## config.mk

```make
export PLATFORM = sky130hd
export DESIGN_NAME = lsu_lane_unit
export DESIGN_NICKNAME = d
export VERILOG_FILES = /design/src/rtl/lsu_lane_pkg.sv /design/src/rtl/lsu_ea_gen.sv /design/src/rtl/lsu_store_lane.sv /design/src/rtl/lsu_load_ext.sv /design/src/rtl/lsu_lane_unit.sv
export SDC_FILE = /design/constraint.sdc
export NUM_CORES = 1
export LEC_CHECK = 0
export ABC_AREA = 1
export BUFFER_PORTS_ARGS = -buffer_cell sky130_fd_sc_hd__buf_4
export CAP_MARGIN = 20
export CELL_PAD_IN_SITES_DETAIL_PLACEMENT = 0
export CELL_PAD_IN_SITES_GLOBAL_PLACEMENT = 1
export CORE_MARGIN = 2
export CORE_UTILIZATION = 29
export DETAILED_ROUTE_END_ITERATION = 6
export PLACE_DENSITY = 0.79
export SLEW_MARGIN = 0
export SYNTH_ARGS = -nofsm -noshare
export SYNTH_HDL_FRONTEND = slang
export SYNTH_SLANG_ARGS = --single-unit
```

## constraint.sdc

```tcl
create_clock -name clk_i -period 1.8 [get_ports clk_i]
set_clock_uncertainty 0.15 [all_clocks]
set_input_delay 0.09 -clock clk_i [delete_from_list [all_inputs] [get_ports clk_i]]
set_output_delay 0.09 -clock clk_i [all_outputs]
set_load 0.005 [all_outputs]
```

## src/rtl/lsu_lane_pkg.sv

```systemverilog
package lsu_lane_pkg;

  typedef enum logic [1:0] {
    SZ_BYTE = 2'b00,
    SZ_HALF = 2'b01,
    SZ_WORD = 2'b10,
    SZ_RSVD = 2'b11
  } acc_size_e;

  typedef struct packed {
    logic      store;
    logic      uns;
    acc_size_e size;
  } acc_op_t;

  // Unsigned stores and the reserved size are not access kinds.
  function automatic logic op_legal(acc_op_t op);
    return (op.size != SZ_RSVD) && !(op.store && op.uns) &&
           !(op.uns && op.size == SZ_WORD);
  endfunction

endpackage

```

## src/rtl/lsu_ea_gen.sv

```systemverilog
module lsu_ea_gen
  import lsu_lane_pkg::*;
#(
  parameter int unsigned DW = 32,
  parameter int unsigned OW = 16
) (
  input  logic [DW-1:0] base_i,
  input  logic [OW-1:0] offset_i,
  input  acc_size_e     size_i,
  output logic [DW-1:0] ea_o,
  output logic          misalign_o
);

  localparam int unsigned NB = DW / 8;
  localparam int unsigned LW = $clog2(NB);

  logic [DW-1:0] off_sext;

  assign off_sext = {{(DW-OW){offset_i[OW-1]}}, offset_i};
  assign ea_o     = base_i + off_sext;

  always_comb begin
    unique case (size_i)
      SZ_WORD: misalign_o = |ea_o[LW-1:0];
      SZ_HALF: misalign_o = ea_o[0];
      default: misalign_o = 1'b0;
    endcase
  end

endmodule

```

## src/rtl/lsu_store_lane.sv

```systemverilog
module lsu_store_lane
  import lsu_lane_pkg::*;
#(
  parameter int unsigned DW = 32,
  localparam int unsigned NB = DW / 8,
  localparam int unsigned LW = $clog2(NB)
) (
  input  logic          en_i,
  input  acc_size_e     size_i,
  input  logic [LW-1:0] lane_i,
  input  logic [DW-1:0] data_i,
  output logic [NB-1:0] be_o,
  output logic [DW-1:0] wdata_o
);

  for (genvar b = 0; b < NB; b++) begin : g_lane
    localparam logic [LW-1:0] LANE = LW'(b);

    always_comb begin
      unique case (size_i)
        SZ_BYTE: begin
          wdata_o[8*b +: 8] = data_i[7:0];
          be_o[b]           = en_i && (lane_i == LANE);
        end
        SZ_HALF: begin
          wdata_o[8*b +: 8] = data_i[8*(b%2) +: 8];
          be_o[b]           = en_i && (lane_i[LW-1:1] == LANE[LW-1:1]);
        end
        SZ_WORD: begin
          wdata_o[8*b +: 8] = data_i[8*b +: 8];
          be_o[b]           = en_i;
        end
        default: begin
          wdata_o[8*b +: 8] = '0;
          be_o[b]           = 1'b0;
        end
      endcase
    end
  end

endmodule

```

## src/rtl/lsu_load_ext.sv

```systemverilog
module lsu_load_ext
  import lsu_lane_pkg::*;
#(
  parameter int unsigned DW = 32,
  localparam int unsigned NB = DW / 8,
  localparam int unsigned LW = $clog2(NB)
) (
  input  logic [DW-1:0] rdata_i,
  input  logic [LW-1:0] lane_i,
  input  acc_size_e     size_i,
  input  logic          uns_i,
  output logic [DW-1:0] data_o
);

  logic [DW-1:0] shifted;
  logic          fill;

  assign shifted = rdata_i >> {lane_i, 3'b000};

  always_comb begin
    unique case (size_i)
      SZ_BYTE: begin
        fill   = !uns_i && shifted[7];
        data_o = {{(DW-8){fill}}, shifted[7:0]};
      end
      SZ_HALF: begin
        fill   = !uns_i && shifted[15];
        data_o = {{(DW-16){fill}}, shifted[15:0]};
      end
      default: begin
        fill   = 1'b0;
        data_o = rdata_i;
      end
    endcase
  end

endmodule

```

## src/rtl/lsu_lane_unit.sv

```systemverilog
module lsu_lane_unit
  import lsu_lane_pkg::*;
#(
  parameter int unsigned DW = 32,
  parameter int unsigned OW = 16,
  localparam int unsigned NB  = DW / 8,
  localparam int unsigned LW  = $clog2(NB),
  localparam int unsigned MAW = DW - LW
) (
  input  logic           clk_i,
  input  logic           rst_ni,
  input  logic           req_valid_i,
  input  logic [3:0]     op_i,
  input  logic [DW-1:0]  base_i,
  input  logic [OW-1:0]  offset_i,
  input  logic [DW-1:0]  store_data_i,
  output logic           mem_req_o,
  output logic           mem_we_o,
  output logic [MAW-1:0] mem_addr_o,
  output logic [NB-1:0]  mem_be_o,
  output logic [DW-1:0]  mem_wdata_o,
  input  logic [DW-1:0]  mem_rdata_i,
  output logic           misalign_o,
  output logic           load_valid_o,
  output logic [DW-1:0]  load_data_o
);

  acc_op_t       op;
  logic          legal;
  logic          mis_raw;
  logic          go;
  logic [DW-1:0] ea;

  assign op    = acc_op_t'(op_i);
  assign legal = req_valid_i && op_legal(op);

  lsu_ea_gen #(.DW(DW), .OW(OW)) u_ea (
    .base_i    (base_i),
    .offset_i  (offset_i),
    .size_i    (op.size),
    .ea_o      (ea),
    .misalign_o(mis_raw)
  );

  assign go         = legal && !mis_raw;
  assign misalign_o = legal && mis_raw;
  assign mem_req_o  = go;
  assign mem_we_o   = go && op.store;
  assign mem_addr_o = ea[DW-1:LW];

  lsu_store_lane #(.DW(DW)) u_st (
    .en_i   (mem_we_o),
    .size_i (op.size),
    .lane_i (ea[LW-1:0]),
    .data_i (store_data_i),
    .be_o   (mem_be_o),
    .wdata_o(mem_wdata_o)
  );

  // Pending load: kind and lane held for the cycle the memory answers.
  logic          ld_pend_q;
  acc_size_e     ld_size_q;
  logic          ld_uns_q;
  logic [LW-1:0] ld_lane_q;

  always_ff @(posedge clk_i or negedge rst_ni) begin
    if (!rst_ni) begin
      ld_pend_q <= 1'b0;
      ld_size_q <= SZ_WORD;
      ld_uns_q  <= 1'b0;
      ld_lane_q <= '0;
    end else begin
      ld_pend_q <= go && !op.store;
      if (go && !op.store) begin
        ld_size_q <= op.size;
        ld_uns_q  <= op.uns;
        ld_lane_q <= ea[LW-1:0];
      end
    end
  end

  logic [DW-1:0] ext_data;

  lsu_load_ext #(.DW(DW)) u_ld (
    .rdata_i(mem_rdata_i),
    .lane_i (ld_lane_q),
    .size_i (ld_size_q),
    .uns_i  (ld_uns_q),
    .data_o (ext_data)
  );

  assign load_valid_o = ld_pend_q;
  assign load_data_o  = ld_pend_q ? ext_data : '0;

  AST_MIS_BLOCKS_ACCESS: assert property (@(posedge clk_i) disable iff (!rst_ni)
    misalign_o |-> (!mem_req_o && !mem_we_o && mem_be_o == '0));
  AST_MIS_NO_RESULT: assert property (@(posedge clk_i) disable iff (!rst_ni)
    misalign_o |=> !load_valid_o);
  AST_STORE_BE_SHAPE: assert property (@(posedge clk_i) disable iff (!rst_ni)
    mem_we_o |-> ($countones(mem_be_o) == 1 || mem_be_o == 4'b0011 ||
                  mem_be_o == 4'b1100 || mem_be_o == 4'b1111));
  AST_STORE_NEEDS_REQ: assert property (@(posedge clk_i) disable iff (!rst_ni)
    (mem_be_o != '0) |-> (mem_we_o && mem_req_o));
  AST_LOAD_NO_BE: assert property (@(posedge clk_i) disable iff (!rst_ni)
    (mem_req_o && !mem_we_o) |-> (mem_be_o == '0));
  AST_LOAD_RESULT_FOLLOWS: assert property (@(posedge clk_i) disable iff (!rst_ni)
    (mem_req_o && !mem_we_o) |=> load_valid_o);
  AST_RESULT_HAS_REQ: assert property (@(posedge clk_i) disable iff (!rst_ni)
    load_valid_o |-> $past(mem_req_o && !mem_we_o));
  AST_IDLE_DATA_ZERO: assert property (@(posedge clk_i) disable iff (!rst_ni)
    !load_valid_o |-> (load_data_o == '0));
  AST_UNS_BYTE_ZEXT: assert property (@(posedge clk_i) disable iff (!rst_ni)
    (load_valid_o && ld_uns_q && ld_size_q == SZ_BYTE) |-> (load_data_o[DW-1:8] == '0));
  AST_NO_REQ_IDLE: assert property (@(posedge clk_i) disable iff (!rst_ni)
    !req_valid_i |-> (!mem_req_o && !misalign_o));

endmodule

```

==> flow_summary_export.csv, run 1 <==
group,metric,value,unit
synth,syn_area_per_cell,4.91,um^2
critical_path,cp-start-kind,"flop",
timing,relSlewSlack,67.4,%
power,switching_power,1860,uW
placed_design,placement.io_buffers,220,
timing,worst_slew_pin_slew,0.486,ns
critical_path,crit_chain,"buf_6 > o21ai_4 > o21ai_4 > nand3_2 > nand3_4 > nand2_8 > nor2_4 > buf_6",
cells_and_area,fin_area,0.00795,mm^2
timing,post-route-period-util,110,%
status,violations,"setup timing",
synth,synth_ff_type,"dfrtp_1",
drt,ant_nets,0,
cts,clockBufferDepth,2,
drt,drt-total-wl,18100,um
power,p_clk_share,9.2,%
global_routing,grt_pass1_vias,5497,
critical_path,critPathArrivalTime,1.75,ns
global_routing,antenna_found_initial,0,
placed_design,place_congestion,0.883,
power,switching_share,46.5,%
cells_and_area,final_cell_mix,"nand2_1 (291), buf_4 (278), inv_1 (138)",
worst_hold_path,hold_depth,3,
synth,yosysWarningCount,0,
power,p_int,2140,uW
worst_hold_path,hp-start,"op_i[1]",
die,dieArea,0.0157,mm^2
timing,rsz0062_at_grt,"true",
drt,drc_errors,0,
power,p_leak,0.00434,uW
cts,cts_tree,"yes",
critical_path,cp_slowest_cell,"dfrtp_2",
synth,ys_seq_area_share,3.56,%
cells_and_area,insertedDiodeCount,0,
cells_and_area,nNetsFinal,1297,
drt,drt-pass1-iter-count,5,
die,die_w,125,um
cts,insertion_delay,0.23,ns
critical_path,reg2reg_slack,0.56,ns
synth,synth_area_leaders,"nand2_1 (28%), inv_1 (13%), ha_1 (10%)",
cts,numClockSinks,6,
critical_path,reg2reg_to,"ld_lane_q[0]",
flow_run,max-cap-violations,0,
timing,hold_viol,0,
synth,synth_cell_type_count,34,
timing,whs,0.0475,ns
cells_and_area,area_delta_synth_final,86.9,%
critical_path,critPathKind,"reg2out",
synth,synth_cells,866,
critical_path,r2r-start,"ld_lane_q[0]",
global_routing,grt_max_degree,25,
timing,maxSlewViolCount,0,
die,io_pins,221,
timing,fin_crit,1.99,ns
timing,setup_viol,35,
power,power.density,503,mW/mm^2
worst_hold_path,hold_end,"ld_size_q[1]",
power,peakVddDrop,259,uV
synth,synth_top_area_share,28.5,%
critical_path,max_stage_delay,0.46,ns
synth,synth_top_area_cell,"nand2_1",
cells_and_area,layout-drive-gt1-share,45.1,%
timing,fin_tns_setup,-3.81,ns
drt,wl_per_cell,13.7,um
timing,max_clock_freq,0.503,GHz
die,initial_core_util,29.5,%
cells_and_area,final_common_cell,"nand2_1",
worst_hold_path,min-delay-path-class,"in2reg",
cts,clkSlewWorstSetupHoldPaths,0.03,ns
placed_design,hpwl,14400,um
critical_path,critical_path_peak_fanout,8,
synth,syn_nets,1021,
power,seq_power_share,5.5,%
synth,synth_edf_count,0,
drt,drt_iter0_markers,330,
synth,synth-seq-cells,6,
cts,cts_buffers,3,
timing,worst_slack,-0.187,ns
cts,cts-htree-levels,1,
cts,cts-root-buf,"clkbuf_16",
synth,syn-cell-area,0.00426,mm^2
critical_path,rr_worst_depth,4,
drt,vias,6098,
global_routing,gr-total-overflow,0,
global_routing,grt_pass1_wl,27000,um
critical_path,worst_setup_path_end_kind,"output port",
die,row_count,44,
global_routing,grt_usage,20.7,%
critical_path,required,1.56,ns
synth,async_reset_ff_share,100,%
placed_design,placed_area,0.00635,mm^2
power,combPwrFrac,85.4,%
die,die_height,125,um
status,status,"complete, but fails checks",
drt,post_drt_via_cell_ratio,4.60,
die,design.core.area,0.0144,mm^2
[metrics by stage]
step	util [%]	power, uW	std cells	worst slack [ns]
2_1_floorplan	-	1660	866	0.0130
3_5_place_dp	44.0	2670	1291	-0.203
5_1_grt	55.1	4320	1325	-0.250
4_1_cts	47.1	3240	1305	-0.121
6_report	55.1	4000	1325	-0.187
3_3_place_gp	44.0	2670	1291	-0.197
[timing repair]
item,CTS,global route
hold buffers,2,0
endpoints found under the hold margin,7,0
setup endpoints to repair,55,69
gates cloned,1,2
buffers inserted,7,20
resized for setup,62,215
pin swaps,3,31
[worst max-delay path, delay by kind of cell (launching register included)]
kind | cells | cell delay [ns]
buffers and inverters | 2 | 0.23
flip-flops | 1 | 0.46
AND/OR/NAND/NOR | 4 | 0.56
AO/OA/AOI/OAI | 2 | 0.25
[layer usage]
layer	vias to the layer above	routed length, um	global-route usage (%)
met5	-	0	0
met4	0	461	6.14
met3	27	722	1.84
met2	171	8750	34.6
met1	2716	8180	28.3
li1	3184	-	-
[kinds of logic after synthesis]
group                    share of synthesized area (%)
buffers and inverters                             21.1
adder cells (fa/ha/maj)                           10.8
XOR/XNOR                                          3.09
flip-flops                                        3.56
AO/OA/AOI/OAI                                     12.3
AND/OR/NAND/NOR                                   49.2
[layout make-up]
cell class	instances	area, um^2
clock buffer	4	78.8
fill	1472	6470
inverter	150	573
multi-input combinational	661	4310
sequential	6	154
tap	184	230
timing repair buffer	320	2610
[synth_stat cells (4+ instances only)]
master	count
inv_1	144
xor2_1	12
nand3_1	57
inv_2	4
o21ai_0	26
a31oi_1	8
nand4_1	4
buf_4	31
ha_1	35
o21ai_1	5
nor2_1	104
a21oi_1	47
nand2_1	323
clkbuf_1	11
nor2_2	9
dfrtp_1	5
buf_2	5
o31ai_1	7
nor3_1	4
[sequential cells by signal (all words and copies together) (netlist names)]
name	flops
ld_lane_q	2
ld_size_q	2
ld_uns_q	1
load_valid_o	1
[power by group through the flow]
stage,registers (uW),clock network [uW],logic (uW)
after global placement,207,0,2460
after detailed placement,207,0,2460
after global routing,222,383,3720
after CTS,208,372,2660
after floorplan,186,0,1480
final,219,367,3420
[how the worst max path moves through the flow]
stage                 startpoint  cells after the start               to
global route        ld_lane_q[0]                      9  load_data_o[31]
floorplan              base_i[0]                     11      mem_be_o[2]
global placement       base_i[0]                     14   mem_addr_o[26]
CTS                    base_i[0]                     13      mem_be_o[3]
finish              ld_lane_q[0]                      8  load_data_o[16]
detailed placement     base_i[0]                     13      mem_be_o[3]
Power figures use the tool's default switching activity.
==> run 2, diff against run 1 <==
--- a/config.mk
+++ b/config.mk
@@ -13,7 +13,9 @@
 export CORE_MARGIN = 2
 export CORE_UTILIZATION = 29
 export DETAILED_ROUTE_END_ITERATION = 6
+export GPL_TIMING_DRIVEN = 0
 export PLACE_DENSITY = 0.79
+export SKIP_LAST_GASP = 1
 export SLEW_MARGIN = 0
 export SYNTH_ARGS = -nofsm -noshare
 export SYNTH_HDL_FRONTEND = slang
==> flow_summary_export.csv, run 2 (synthesis results as in run 1) <==
group,metric,value,unit
cts,insertion_delay,0.23,ns
global_routing,grt_max_degree,18,
cells_and_area,seqCellArea,153,um^2
cells_and_area,finalNonFillerCells,1315,
global_routing,antenna_found_initial,0,
status,violations,"setup timing",
timing,max_clock_freq,0.498,GHz
cells_and_area,insertedDiodeCount,0,
cells_and_area,layout-drive-gt1-share,52.0,%
critical_path,worst_setup_path_end_kind,"output port",
power,power.density,503,mW/mm^2
critical_path,cpLargestDelayFamily,"buffers and inverters",
timing,fin_tns_setup,-4.78,ns
global_routing,grt_pass1_wl,29800,um
drt,wl_per_cell,15.1,um
critical_path,critPathArrivalTime,1.77,ns
cells_and_area,final_cell_mix,"buf_4 (245), nand2_1 (222), inv_1 (128)",
status,status,"complete, but fails checks",
timing,rsz0062_at_grt,"true",
critical_path,cpMostUsedCell,"buf_6",
timing,worst_slack,-0.210,ns
global_routing,gr-total-overflow,0,
cts,cts-htree-levels,1,
drt,post_drt_via_cell_ratio,4.73,
timing,maxSlewViolCount,0,
cts,clkSlewWorstSetupHoldPaths,0.04,ns
cells_and_area,final_common_cell,"buf_4",
die,die_w,125,um
timing,setup_viol,39,
placed_design,placed_area,0.00615,mm^2
worst_hold_path,min-delay-path-class,"in2reg",
global_routing,grt_pass1_vias,5852,
cts,numClockSinks,6,
cts,cts_tree,"yes",
critical_path,crit_chain,"buf_6 > buf_6 > o21ai_2 > o21ai_2 > nand3_1 > nand3_2 > nand2_4 > buf_12 > nor2_4 > buf_6",
placed_design,hpwl,14900,um
die,initial_core_util,29.5,%
timing,relSlewSlack,63.3,%
cells_and_area,utilization,58.4,%
drt,ant_nets,0,
critical_path,worst-path-buf-inv,4,
cells_and_area,reg_top3,"ld_lane_q x2, ld_size_q x2",
power,p_leak,0.00454,uW
drt,vias,6218,
die,io_pins,221,
critical_path,critical_path_peak_fanout,5,
die,row_count,44,
placed_design,placement.io_buffers,220,
placed_design,place_congestion,0.862,
timing,worst_slew_pin_slew,0.551,ns
cells_and_area,area_delta_synth_final,98.0,%
placed_design,dp.cells,1270,
drt,drc_errors,0,
cells_and_area,multiInputGateArea,0.00476,mm^2
power,peakVddDrop,267,uV
drt,drt_iter0_markers,358,
timing,post-route-period-util,112,%
die,die_height,125,um
cells_and_area,fin_area,0.00843,mm^2
critical_path,cp-start-kind,"flop",
die,dieArea,0.0157,mm^2
cells_and_area,fillers,1395,
cts,cts_buffers,3,
cts,clockBufferDepth,2,
timing,fin_crit,2.01,ns
flow_run,max-cap-violations,0,
critical_path,critPathKind,"reg2out",
critical_path,max_stage_delay,0.33,ns
die,design.core.area,0.0144,mm^2
drt,drt-total-wl,19800,um
critical_path,cp_slowest_cell,"dfrtp_1",
cells_and_area,nNetsFinal,1287,
placed_design,pre_cts_ws,-0.417,ns
cts,cts-root-buf,"clkbuf_16",
drt,drt-pass1-iter-count,4,
critical_path,required,1.56,ns
global_routing,grt_usage,23.0,%
timing,hold_viol,0,
run 2: layout make-up:
class	count	share of cell area [%]
flip-flops and latches	6	1.81
repair buffers	278	27.8
plain buffers	33	3.24
clock buffers	4	0.935
inverters	150	6.99
multi-input cells	660	56.5
well taps	184	2.73
run 2: through the flow:
step	total power, uW	hold WS (ns)
after floorplan	1660	-0.356
after global placement	2690	-0.252
after detailed placement	2680	-0.252
after CTS	3730	0.0334
after global routing	4530	0.0771
final	4230	0.0347
run 2: timing repair:
| item | in CTS | in global routing |
|---|---|---|
| gates cloned | 2 | 1 |
| buffers inserted | 24 | 31 |
| endpoints found under the setup margin | 62 | 70 |
| pin swaps | 34 | 133 |
| hold buffers | 2 | 0 |
| gates resized for setup | 220 | 229 |
| hold endpoints to repair | 7 | 0 |
run 2: final timing paths:
check / start / to / slack [ns] / depth (start not counted)
min in group asynchronous: rst_ni / ld_lane_q[0] / 0.06 / 2
max in group asynchronous: rst_ni / ld_size_q[1] / 1.23 / 2
max: ld_lane_q[0] / load_data_o[27] / -0.21 / 10
max reg2reg: ld_lane_q[0] / ld_lane_q[0] / 0.54 / 5
min reg2reg: ld_size_q[0] / ld_size_q[0] / 0.37 / 2
min: op_i[1] / ld_size_q[1] / 0.03 / 3
run 2: tightest hold or removal path, cell delays in order:
cell and delay, ns:
buf_4 0.12, inv_1 0.09, o21ai_0 0.10
run 2: where the power goes:
| part | switching [uW] | internal [uW] |
|---|---|---|
| registers | 27.2 | 169 |
| clock network | 80.5 | 294 |
| logic | 1910 | 1750 |
| total | 2020 | 2210 |
run 2: per-layer routing:
layer	vias to the layer above	global-route usage, %	wire [um]	share of wire (%)
li1	3158	-	-	-
met1	2820	30.3	8570	43
met2	199	39.8	9730	49
met3	41	1.50	863	4.4
met4	0	7.84	658	3.3
met5	-	0	0	0
==> run 3, diff against run 2 <==
--- a/config.mk
+++ b/config.mk
@@ -13,10 +13,11 @@
 export CORE_MARGIN = 2
 export CORE_UTILIZATION = 29
 export DETAILED_ROUTE_END_ITERATION = 6
-export GPL_TIMING_DRIVEN = 0
+export GPL_ROUTABILITY_DRIVEN = 1
+export GPL_TIMING_DRIVEN = 1
 export PLACE_DENSITY = 0.79
 export SKIP_LAST_GASP = 1
-export SLEW_MARGIN = 0
+export SLEW_MARGIN = 30
 export SYNTH_ARGS = -nofsm -noshare
 export SYNTH_HDL_FRONTEND = slang
 export SYNTH_SLANG_ARGS = --single-unit
==> flow_summary_export.csv, run 3 (synthesis results as in run 1) <==
group,metric,value,unit
status,violations,"setup timing",
critical_path,cp_slowest_cell,"dfrtp_2",
timing,worst_slew_pin_slew,0.458,ns
power,p_leak,0.00431,uW
timing,rsz0062_at_grt,"true",
timing,max_clock_freq,0.497,GHz
global_routing,grt_pass1_wl,27000,um
cells_and_area,final_cell_mix,"nand2_1 (293), buf_4 (278), inv_1 (138)",
cells_and_area,area_delta_synth_final,83.6,%
cts,clockBufferDepth,2,
critical_path,critical_path_peak_fanout,8,
global_routing,antenna_found_initial,0,
placed_design,hpwl,14400,um
critical_path,critPathArrivalTime,1.77,ns
drt,drt_iter0_markers,325,
placed_design,pre_cts_ws,-0.203,ns
flow_run,max-cap-violations,0,
power,peakVddDrop,260,uV
cts,clkSlewWorstSetupHoldPaths,0.03,ns
cells_and_area,nNetsFinal,1294,
die,io_pins,221,
die,die_height,125,um
critical_path,cp-start-kind,"flop",
global_routing,grt_pass1_vias,5492,
cts,cts-htree-levels,1,
die,initial_core_util,29.5,%
drt,drc_errors,0,
power,power.density,497,mW/mm^2
timing,fin_tns_setup,-4.30,ns
drt,wl_per_cell,13.5,um
drt,ant_nets,0,
placed_design,placement.io_buffers,220,
timing,relSlewSlack,69.3,%
global_routing,grt_max_degree,25,
critical_path,critPathKind,"reg2out",
die,die_w,125,um
die,row_count,44,
timing,setup_viol,34,
cells_and_area,reg_top3,"ld_lane_q x2, ld_size_q x2",
drt,vias,6082,
timing,hold_viol,0,
cts,cts_tree,"yes",
critical_path,crit_chain,"clkinv_4 > nor2_1 > o21ai_4 > nand3_2 > nand3_4 > nand2_8 > nor2_2 > buf_4",
timing,whs,0.0472,ns
die,design.core.area,0.0144,mm^2
cells_and_area,layout-drive-gt1-share,43.8,%
cts,cts_buffers,3,
global_routing,gr-total-overflow,0,
power,report.power.total,3880,uW
placed_design,dp.cells,1291,
timing,worst_slack,-0.211,ns
status,status,"complete, but fails checks",
global_routing,grt_usage,20.7,%
timing,maxSlewViolCount,0,
drt,post_drt_via_cell_ratio,4.60,
drt,drt-pass1-iter-count,5,
timing,fin_crit,2.01,ns
cts,numClockSinks,6,
die,dieArea,0.0157,mm^2
critical_path,max_stage_delay,0.46,ns
cts,cts-root-buf,"clkbuf_16",
worst_hold_path,min-delay-path-class,"in2reg",
drt,drt-total-wl,17900,um
critical_path,worst_setup_path_end_kind,"output port",
timing,post-route-period-util,112,%
cts,insertion_delay,0.23,ns
cells_and_area,final_common_cell,"nand2_1",
critical_path,required,1.56,ns
placed_design,place_congestion,0.883,
cells_and_area,insertedDiodeCount,0,
cells_and_area,finalNonFillerCells,1322,
-- run 3: cell count changes in the layout (fill, tap and decap cells not counted), sizes merged --
cell and change:
nand2 +1, buf +13, clkbuf -7
-- run 3: what timing repair did --
| action | 4_1_cts | 5_1_grt |
|---|---|---|
| setup buffers | 7 | 17 |
| pin swaps | 3 | 25 |
| gates cloned | 1 | 2 |
| resized for setup | 52 | 201 |
| setup endpoints to repair | 55 | 69 |
| hold buffers | 2 | 0 |
| hold endpoints to repair | 7 | 0 |
-- run 3: layout make-up --
| type | count | area [um^2] |
|---|---|---|
| flip-flops and latches | 6 | 154 |
| inverters | 150 | 573 |
| repair buffers | 317 | 2570 |
| well taps | 184 | 230 |
| multi-input cells | 661 | 4210 |
| clock buffers | 4 | 78.8 |
| fillers | 1484 | 6610 |
-- run 3: layer usage --
metal | GRT usage, % | part of all wire (%) | up-vias
met5 | 0 | 0 | -
met4 | 6.14 | 2.6 | 0
met3 | 1.88 | 5.0 | 27
met2 | 34.5 | 48 | 195
met1 | 28.3 | 45 | 2684
li1 | - | - | 3176
-- run 3: path summary, 6_finish.rpt --
path,slack (ns),depth (start not counted),startpoint,end
max,-0.21,8,ld_lane_q[0],load_data_o[31]
min,0.05,3,op_i[1],ld_size_q[1]
max reg2reg,0.65,3,ld_lane_q[0],ld_lane_q[0]
min reg2reg,0.37,2,ld_size_q[0],ld_size_q[0]
max in group asynchronous,1.23,2,rst_ni,ld_size_q[1]
min in group asynchronous,0.07,2,rst_ni,load_valid_o
-- run 3: stage by stage --
| step | utilization [%] | area [um^2] |
|---|---|---|
| floorplan | - | 4270 |
| detailed placement | 44.0 | 6350 |
| global placement | 44.0 | 6350 |
| CTS | 46.8 | 6760 |
| global route | 54.2 | 7810 |
| finish | 54.2 | 7810 |
-- run 3: critical path, delay by kind of cell, from the launching register on --
| family | cells | cell delay, ns |
|---|---|---|
| flip-flops | 1 | 0.46 |
| AND/OR/NAND/NOR | 5 | 0.70 |
| AO/OA/AOI/OAI | 1 | 0.10 |
| buffers and inverters | 2 | 0.27 |
-- run 3: where the power goes --
part	total [uW]	switching [uW]	internal, uW
combinational	3300	1680	1620
clock	367	73.6	294
sequential	218	47.3	171
total	3880	1800	2080
